## src/rtl/ake_pkg.sv

```systemverilog
package ake_pkg;

    typedef logic [7:0] byte_t;

    // Product in GF(2^8) modulo x^8 + x^4 + x^3 + x + 1
    function automatic byte_t gf_mul(input byte_t a, input byte_t b);
        byte_t p;
        byte_t aa;
        p  = '0;
        aa = a;
        for (int i = 0; i < 8; i++) begin
            if (b[i]) p = p ^ aa;
            aa = {aa[6:0], 1'b0} ^ (aa[7] ? 8'h1b : 8'h00);
        end
        return p;
    endfunction

    function automatic byte_t xtime(input byte_t a);
        return {a[6:0], 1'b0} ^ (a[7] ? 8'h1b : 8'h00);
    endfunction

endpackage

```

## src/rtl/ake_sbox.sv

```systemverilog
module ake_sbox
    import ake_pkg::*;
(
    input  logic [7:0] x_i,
    output logic [7:0] y_o
);
    byte_t sq;
    byte_t inv;

    // inverse as x^254 = x^2 * x^4 * ... * x^128 (zero maps to zero)
    always_comb begin
        sq  = x_i;
        inv = 8'h01;
        for (int k = 0; k < 7; k++) begin
            sq  = gf_mul(sq, sq);
            inv = gf_mul(inv, sq);
        end
        y_o = inv ^ {inv[6:0], inv[7]} ^ {inv[5:0], inv[7:6]}
                  ^ {inv[4:0], inv[7:5]} ^ {inv[3:0], inv[7:4]} ^ 8'h63;
    end
endmodule

```

## src/rtl/ake_rcon.sv

```systemverilog
module ake_rcon
    import ake_pkg::*;
#(
    parameter int NROUNDS = 10,
    parameter int RW      = 4
) (
    input  logic [RW-1:0] rnd_i,
    input  logic          en_i,
    output logic [7:0]    rcon_o
);
    byte_t v;

    always_comb begin
        v = 8'h01;
        for (int k = 2; k <= NROUNDS; k++) begin
            if (RW'(k) <= rnd_i) v = xtime(v);
        end
        rcon_o = (en_i && rnd_i >= RW'(1) && rnd_i <= RW'(NROUNDS)) ? v : 8'h00;
    end
endmodule

```

## src/rtl/ake_delay.sv

```systemverilog
module ake_delay #(
    parameter int W     = 8,
    parameter int DEPTH = 4
) (
    input  logic         clk_i,
    input  logic         rst_ni,
    input  logic [W-1:0] din_i,
    output logic [W-1:0] dout_o
);
    if (DEPTH == 0) begin : g_wire
        assign dout_o = din_i;
    end else begin : g_line
        logic [W-1:0] line_d [DEPTH];
        logic [W-1:0] line_q [DEPTH];

        always_comb begin
            line_d[0] = din_i;
            for (int i = 1; i < DEPTH; i++) line_d[i] = line_q[i-1];
        end

        always_ff @(posedge clk_i or negedge rst_ni) begin
            if (!rst_ni) begin
                for (int i = 0; i < DEPTH; i++) line_q[i] <= '0;
            end else begin
                for (int i = 0; i < DEPTH; i++) line_q[i] <= line_d[i];
            end
        end

        assign dout_o = line_q[DEPTH-1];
    end
endmodule

```

## src/rtl/ake_key_expander.sv

```systemverilog
module ake_key_expander
    import ake_pkg::*;
#(
    parameter int NROUNDS   = 10,
    parameter int KEY_BYTES = 16,
    parameter int LAG       = 4
) (
    input  logic       clk_i,
    input  logic       rst_ni,
    input  logic       load_i,
    input  logic [7:0] key_byte_i,
    input  logic       step_i,
    output logic [7:0] last_rk_o,
    output logic [7:0] dly_rk_o
);
    localparam int WORD    = 4;
    localparam int CW      = $clog2(KEY_BYTES);
    localparam int RW      = $clog2(NROUNDS + 2);
    // Chain head q[0] holds the byte consumed this cycle; new bytes enter at the top.
    localparam int FB_TAP  = KEY_BYTES - WORD;         // new byte four steps back
    localparam int SB_TAP  = KEY_BYTES - WORD + 1;     // rotated word, steps 0..2
    localparam int ALT_TAP = KEY_BYTES - 2*WORD + 1;   // rotated word, step 3
    localparam logic [RW-1:0] RND_DONE = RW'(NROUNDS + 1);

    typedef struct packed {
        logic [KEY_BYTES-1:0][7:0] chain;
        logic [CW-1:0]             bcnt;
        logic [RW-1:0]             rnd;
    } state_t;

    state_t s_d, s_q;

    logic  busy;
    logic  step_go;
    logic  rcon_en;
    byte_t sb_in, sb_out, rcon_w, new_b, shift_in;

    assign busy    = (s_q.rnd <= RW'(NROUNDS));
    assign step_go = step_i && !load_i && busy;
    assign rcon_en = step_go && (s_q.bcnt == '0);

    ake_sbox i_sbox (
        .x_i (sb_in),
        .y_o (sb_out)
    );

    ake_rcon #(.NROUNDS(NROUNDS), .RW(RW)) i_rcon (
        .rnd_i  (s_q.rnd),
        .en_i   (rcon_en),
        .rcon_o (rcon_w)
    );

    always_comb begin
        sb_in = (s_q.bcnt == CW'(WORD - 1)) ? s_q.chain[ALT_TAP] : s_q.chain[SB_TAP];
        if (s_q.bcnt < CW'(WORD)) new_b = s_q.chain[0] ^ sb_out ^ rcon_w;
        else                      new_b = s_q.chain[0] ^ s_q.chain[FB_TAP];
        shift_in  = load_i ? key_byte_i : new_b;
        last_rk_o = (load_i || step_go) ? shift_in : 8'h00;

        s_d = s_q;
        if (load_i || step_go) begin
            for (int i = 0; i < KEY_BYTES - 1; i++) s_d.chain[i] = s_q.chain[i+1];
            s_d.chain[KEY_BYTES-1] = shift_in;
        end
        if (load_i) begin
            s_d.bcnt = '0;
            s_d.rnd  = RW'(1);
        end else if (step_go) begin
            if (s_q.bcnt == CW'(KEY_BYTES - 1)) begin
                s_d.bcnt = '0;
                s_d.rnd  = s_q.rnd + RW'(1);
            end else begin
                s_d.bcnt = s_q.bcnt + CW'(1);
            end
        end
    end

    always_ff @(posedge clk_i or negedge rst_ni) begin
        if (!rst_ni) begin
            s_q.chain <= '0;
            s_q.bcnt  <= '0;
            s_q.rnd   <= RND_DONE;
        end else begin
            s_q <= s_d;
        end
    end

    ake_delay #(.W(8), .DEPTH(LAG)) i_lag (
        .clk_i  (clk_i),
        .rst_ni (rst_ni),
        .din_i  (last_rk_o),
        .dout_o (dly_rk_o)
    );

    // a load always restarts at round 1, byte 0
    a_r2_load_restart: assert property (@(posedge clk_i) disable iff (!rst_ni)
        load_i |=> (s_q.bcnt == '0 && s_q.rnd == RW'(1)));

    // round counter stays in 1..NROUNDS+1
    a_r6_rnd_range: assert property (@(posedge clk_i) disable iff (!rst_ni)
        (s_q.rnd >= RW'(1) && s_q.rnd <= RND_DONE));

    // once finished, steps leave the chain untouched
    a_r6_done_hold: assert property (@(posedge clk_i) disable iff (!rst_ni)
        (!busy && !load_i) |=> $stable(s_q.chain));

    // an idle cycle keeps position and contents
    a_r7_idle_hold: assert property (@(posedge clk_i) disable iff (!rst_ni)
        (!load_i && !step_i) |=> ($stable(s_q.chain) && $stable(s_q.bcnt) && $stable(s_q.rnd)));

    // the constant applied at byte 0 of rounds 1..8 is a single bit
    a_r5_rcon_onehot: assert property (@(posedge clk_i) disable iff (!rst_ni)
        (rcon_en && s_q.rnd <= RW'(8)) |-> $onehot(rcon_w));

    // the step after the last byte of a round begins the next round
    a_r3_round_advance: assert property (@(posedge clk_i) disable iff (!rst_ni)
        (step_go && s_q.bcnt == CW'(KEY_BYTES - 1)) |=> (s_q.bcnt == '0 && s_q.rnd == $past(s_q.rnd) + RW'(1)));
endmodule

```

## config.mk

```make
export PLATFORM = sky130hd
export DESIGN_NAME = ake_key_expander
export DESIGN_NICKNAME = d
export VERILOG_FILES = /design/src/rtl/ake_pkg.sv /design/src/rtl/ake_sbox.sv /design/src/rtl/ake_rcon.sv /design/src/rtl/ake_delay.sv /design/src/rtl/ake_key_expander.sv
export SDC_FILE = /design/constraint.sdc
export NUM_CORES = 1
export LEC_CHECK = 0
export BUFFER_PORTS_ARGS = -buffer_cell sky130_fd_sc_hd__buf_2
export CAP_MARGIN = 20
export CORE_MARGIN = 2
export CORE_UTILIZATION = 41
export DETAILED_ROUTE_END_ITERATION = 10
export GPL_ROUTABILITY_DRIVEN = 1
export PLACE_DENSITY_LB_ADDON = 0.08
export SYNTH_ARGS = -nofsm -noshare
export SYNTH_HDL_FRONTEND = slang
export SYNTH_SLANG_ARGS = --single-unit
export TNS_END_PERCENT = 20
```

## constraint.sdc

```tcl
create_clock -name clk_i -period 24.7 [get_ports clk_i]
set_clock_uncertainty 0.15 [all_clocks]
set_input_delay 4.94 -clock clk_i [delete_from_list [all_inputs] [get_ports clk_i]]
set_output_delay 4.94 -clock clk_i [all_outputs]
set_load 0.02 [all_outputs]
```

==> summary.txt, run 1 <==
Outcome - completed
Final Max Slew Viols - 0
Crit start category - register
Clock slew at reported path FFs - 0.07 ns
Hold Path Depth - 0
Final Hold Fails - 0
Initial DRC count - 1743
Clk sinks - 168
Wire length per cell - 19.87 um
Clock Latency Late Sink - 0.42 ns
H-tree levels - 4
Hold crit path type - reg -> reg
DRT Pass-1 Iters - 6
RSZ-0062 raised after global routing - false
Worst Path Required - 19.61 ns
EDFF count, synth - 0
Row count - 88
Slowest-stage cell, CP - xor3_2
Root Buffer - clkbuf_16
GR met1 Demand/Resource - 0.3307
Final setup fails - 0
Core area - 57370 um^2
Via density per instance - 5.744
Die Span Y - 244.3 um
Syn nets - 2810
Synth area leaders - dfrtp_1 (17%), xnor2_1 (15%), xnor3_1 (7.7%)
DR DRC count - 0
Largest net degree at the start of global routing - 99
Max Cap Violations - 0
Worst R2R Path Depth - 58
CTS tree - done
RePlAce Congestion - 0.9081
Synth cell types - 116
CTS Hold Bufs - 0
First-pass GRT wire length - 111400 um
Top Family by Delay on Critical Path - XOR/XNOR gates
Critical path arrival - 18.36 ns
Clock tree buffer depth - 2
Synth Register Bits - 168
Area share of the largest cell type after synthesis - 0.1744
Starting density of the core - 0.4127
Final WL - 69500 um
Synthesized area per cell - 8.507 um^2
Final period utilization - 0.9496
Worst Path Buf+Inv - 8
Levels on crit path - 59
Area leader, netlist - dfrtp_1
Diodes inserted - 0
Total grt overflow - 0
Gr busiest metal - met2
Met2 Resource Use GR - 0.3778
Headroom to the max-slew limit - 0.2782
Async S/R FF share, synth - 1.000
Num CTS Buffers - 17
GR Util met3 - 0.01767
GRT Total Usage - 0.2306
Worst Tran Pin Value - 1.075 ns
Nets@finish - 2747
Synth warnings - 0
Fraction of layout cells with a size suffix above 1 - 0.1504
Final setup TNS - 0 ns
Vias - 20090
Initial antenna violation count - 0
Port bufs - 27
Antenna Nets Post-Route - 0
Area grow syn2layout - 6.659%
Die area - 59680 um^2
Die extent in x - 244.3 um
Crit Path Category - reg -> out
FF/Latch Area - 4208 um^2
CP max stage delay - 0.63 ns
Crit path capture type - output pin
Detail Placement HPWL - 51120 um
Multi-input logic area - 18560 um^2
Vias in the first global route - 19430
Seq/Total Area, Yosys - 0.1777
Peak Freq - 42.64 MHz
I/O Pins - 28
Post-synthesis instance area - 23670 um^2
Top FF cell, synth - dfrtp_1
Post-Syn Instances - 2783
Min Clock Period, post-route - 23.45 ns
Crit-path max FO - 31
Most Frequent Cell on Critical Path - xnor2_1
Fill count - 5708
==> path summary, 6_finish.rpt <==
path,startpoint,to,slack (ns)
worst min register to register,i_lag.g_line.line_d[14],i_lag.g_line.line_d[6],0.20
min in group asynchronous,rst_ni,s_q[30],4.47
worst max register to register,s_q[4],i_lag.g_line.line_d[23],6.65
worst max-delay path,s_q[4],last_rk_o[7],1.25
max in group asynchronous,rst_ni,s_q[110],18.51
worst min-delay path,i_lag.g_line.line_d[14],i_lag.g_line.line_d[6],0.20
==> layout make-up <==
| type | instances | area share |
|---|---|---|
| clock buffers | 18 | 0.01700 |
| repair buffers | 115 | 0.03161 |
| flip-flops and latches | 168 | 0.1666 |
| inverters | 41 | 0.006095 |
| multi-input cells | 2377 | 0.7348 |
| well taps | 765 | 0.03791 |
| clock inverters | 14 | 0.005897 |
==> routing by layer <==
layer  up-vias  part of all wire
met5         -                 0
li1       9677                 -
met4         0             0.022
met3        87             0.046
met2       581              0.47
met1      9748              0.47
==> placed cells by master, fill, tap and decap left out, types with 22 or more instances in the layout <==
| cell type | instances |
|---|---|
| mux2_2 | 125 |
| buf_4 | 87 |
| xor2_1 | 108 |
| nand2b_1 | 22 |
| nand2_1 | 260 |
| o211ai_1 | 26 |
| a21oi_1 | 122 |
| xnor2_2 | 31 |
| dfrtp_1 | 165 |
| o22ai_1 | 28 |
| mux2i_1 | 57 |
| o21ai_0 | 99 |
| a211oi_1 | 31 |
| a31oi_1 | 29 |
| inv_1 | 34 |
| nand3_1 | 59 |
| nor2_1 | 346 |
| xnor2_1 | 386 |
| buf_2 | 26 |
| xnor3_1 | 80 |
| nor3_1 | 79 |
==> registers in the layout, indices dropped and copies added, names as in the netlist <==
name and flops:
i_lag.dout_o 8, i_lag.g_line.line_d 24, s_q 136
==> through the flow <==
| step | area (um^2) | worst slack (ns) | cells | utilization | hold WS (ns) |
|---|---|---|---|---|---|
| 2_1_floorplan | 23670 | 2.312 | 2783 | - | 0.1812 |
| 3_3_place_gp | 24610 | 1.522 | 3462 | 0.4290 | 0.1875 |
| 3_5_place_dp | 24610 | 1.362 | 3463 | 0.4290 | 0.1896 |
| 4_1_cts | 25190 | 0.7925 | 3495 | 0.4391 | 0.2054 |
| 5_1_grt | 25250 | 0.02777 | 3498 | 0.4402 | 0.2086 |
| 6_report | 25250 | 1.246 | 3498 | 0.4402 | 0.2033 |
==> cells by family (layout without fill, tap and decap cells) <==
group                    Yosys count  after routing  synth area share
AND/OR/NAND/NOR                  942            942            0.1829
XOR/XNOR                         666            666            0.3335
AO/OA/AOI/OAI                    563            563            0.1638
buffers and inverters            238            188           0.04450
multiplexers                     191            191           0.08969
flip-flops                       168            168            0.1777
adder cells (fa/ha/maj)           15             15          0.007928
==> cells in the mapped netlist, drive strengths merged, types with 28 or more instances <==
| cell | instances |
|---|---|
| a211oi | 37 |
| a21oi | 123 |
| a31oi | 30 |
| buf | 84 |
| clkbuf | 113 |
| dfrtp | 165 |
| inv | 39 |
| mux2 | 130 |
| mux2i | 61 |
| nand2 | 262 |
| nand3 | 59 |
| nor2 | 352 |
| nor3 | 80 |
| o21ai | 119 |
| o22ai | 28 |
| xnor2 | 433 |
| xnor3 | 89 |
| xor2 | 130 |
==> what timing repair did <==
| item | CTS | global route |
|---|---|---|
| resized for setup | 0 | 6 |
| endpoints found under the hold margin | 0 | 0 |
| setup buffers | 0 | 3 |
| endpoints found under the setup margin | 0 | 8 |
Power of run 1 is not shown: default switching activity piles up to over one toggle a cycle in this logic, so the estimate is an artifact.
==> inputs of run 2 (changes only) <==
- CTS_BUF_LIST: not set -> sky130_fd_sc_hd__clkbuf_16
- HOLD_SLACK_MARGIN: not set -> 0.06
==> summary.txt, run 2 (synthesized netlist as in run 1, its figures left out) <==
DRT Pass-1 Iters - 5 (-1)
FF-to-FF setup slack - 6.65 ns (about the same)
Initial DRC count - 1743 (unchanged)
CTS tree - done
Final Max Slew Viols - 0 (unchanged)
Post-Layout Cell Count - 3498 (unchanged)
Initial antenna violation count - 0 (unchanged)
Placed Cells incl. Taps - 3463 (unchanged)
Port bufs - 27 (unchanged)
Worst flop-to-flop path startpoint - s_q[4]
Headroom to the max-slew limit - 0.2702 (-0.007967)
RSZ-0062 raised after global routing - false
Die Span Y - 244.3 um (unchanged)
Crit start category - register
Die area - 59680 um^2 (unchanged)
Number of flip-flops in the largest register - 136 (unchanged)
Worst Path Required - 19.61 ns (about the same)
Worst R2R Path Depth - 58 (unchanged)
CTS Hold Bufs - 0 (unchanged)
Vias - 20100 (+0.015%)
Crit path capture type - output pin
DR DRC count - 0 (unchanged)
Final period utilization - 0.9496 (about the same)
Critical path arrival - 18.37 ns (about the same)
Clock tree buffer depth - 2 (unchanged)
H-tree levels - 4 (unchanged)
Starting density of the core - 0.4127 (unchanged)
Setup crit end - last_rk_o[7]
Vias in the first global route - 19430 (unchanged)
Min Clock Period, post-route - 23.46 ns (+0.0009600 ns)
Final WL - 69490 um (about the same)
Clock Latency Late Sink - 0.42 ns (about the same)
Num CTS Buffers - 17 (unchanged)
Wire length per cell - 19.86 um (about the same)
Slowest-stage cell, CP - xor3_2
Final setup TNS - 0 ns (unchanged)
Multi-input logic area - 18560 um^2 (unchanged)
Core area - 57370 um^2 (unchanged)
Reg-to-reg endpoint - i_lag.g_line.line_d[23]
Crit Path Category - reg -> out
Row count - 88 (unchanged)
Most flops, register - s_q
Largest net degree at the start of global routing - 99 (unchanged)
Total grt overflow - 0 (unchanged)
Final Hold Fails - 0 (unchanged)
Critical path origin - s_q[4]
CP max stage delay - 0.63 ns (about the same)
Most common cell after layout, fill and taps aside - xnor2_1
I/O Pins - 28 (unchanged)
First-pass GRT wire length - 111400 um (unchanged)
Detail Placement HPWL - 51120 um (unchanged)
Die extent in x - 244.3 um (unchanged)
Final setup fails - 0 (unchanged)
FF/Latch Area - 4208 um^2 (unchanged)
Hold crit path type - reg -> reg
Fill count - 5708 (unchanged)
Fraction of layout cells with a size suffix above 1 - 0.1504 (unchanged)
Most Frequent Cell on Critical Path - xnor2_1
Clock slew at reported path FFs - 0.07 ns (about the same)
RePlAce Congestion - 0.9081 (unchanged)
Peak Freq - 42.63 MHz (about the same)
Outcome - completed
Clk sinks - 168 (unchanged)
Diodes inserted - 0 (unchanged)
Final Util - 0.4402 (unchanged)
Root Buffer - clkbuf_16
Via density per instance - 5.745 (about the same)
Crit-path max FO - 31 (unchanged)
Commonest cells after routing, fill and taps aside - xnor2_1 (386), nor2_1 (346), nand2_1 (260)
Nets@finish - 2747 (unchanged)
Worst Tran Pin Value - 1.087 ns (+0.01187 ns)
Antenna Nets Post-Route - 0 (unchanged)
GRT Total Usage - 0.2306 (unchanged)
Max Cap Violations - 0 (unchanged)
Area grow syn2layout - 6.659% (unchanged)
[run 2: per-layer routing]
metal	part of all wire	routed length [um]	global-route usage
met1	0.46	32300	0.3307
met2	0.47	32440	0.3778
met3	0.046	3195	0.01767
met4	0.022	1553	0.05308
met5	0	0	0
[run 2: repair_timing]
item | 4_1_cts | 5_1_grt
buffers inserted | 0 | 3
resized for setup | 0 | 6
setup endpoints to repair | 0 | 8
[run 2: critical path: cells and delay by family (launching register included)]
kind / cells / cell delay [ns]
and+or+nand+nor: 9 / 2.13
muxes: 3 / 0.85
adders and majority gates: 5 / 2.08
DFF: 1 / 0.38
xor gates and xnor gates: 25 / 8.51
buffers and inverters: 8 / 1.70
AOI/OAI and AO/OA: 9 / 2.27
[run 2: worst min path at each step]
| stage | start | endpoint | slack [ns] | cells past startpoint |
|---|---|---|---|---|
| floorplan | i_lag.g_line.line_d[0] | i_lag.dout_o[0] | 0.18 | 0 |
| global placement | i_lag.g_line.line_d[13] | i_lag.g_line.line_d[5] | 0.19 | 0 |
| detailed placement | i_lag.g_line.line_d[13] | i_lag.g_line.line_d[5] | 0.19 | 0 |
| CTS | i_lag.g_line.line_d[13] | i_lag.g_line.line_d[5] | 0.21 | 0 |
| global route | i_lag.g_line.line_d[14] | i_lag.g_line.line_d[6] | 0.21 | 0 |
| finish | i_lag.g_line.line_d[14] | i_lag.g_line.line_d[6] | 0.20 | 0 |
[run 2: final cells by class]
cell class                 count  share of cell area
multi-input combinational   2377              0.7348
sequential                   168              0.1666
tap                          765             0.03791
timing repair buffer         115             0.03161
clock buffer                  17             0.01685
inverter                      41            0.006095
clock inverter                15            0.006045
[run 2: through the flow]
step           cell area, um^2  hold slack [ns]  setup WS [ns]
4_1_cts                  25190           0.2054         0.7925
3_3_place_gp             24610           0.1875          1.522
3_5_place_dp             24610           0.1896          1.362
2_1_floorplan            23670           0.1812          2.312
5_1_grt                  25250           0.2086        0.02777
6_report                 25250           0.2033          1.245
Power of run 2 is left out for the same reason.
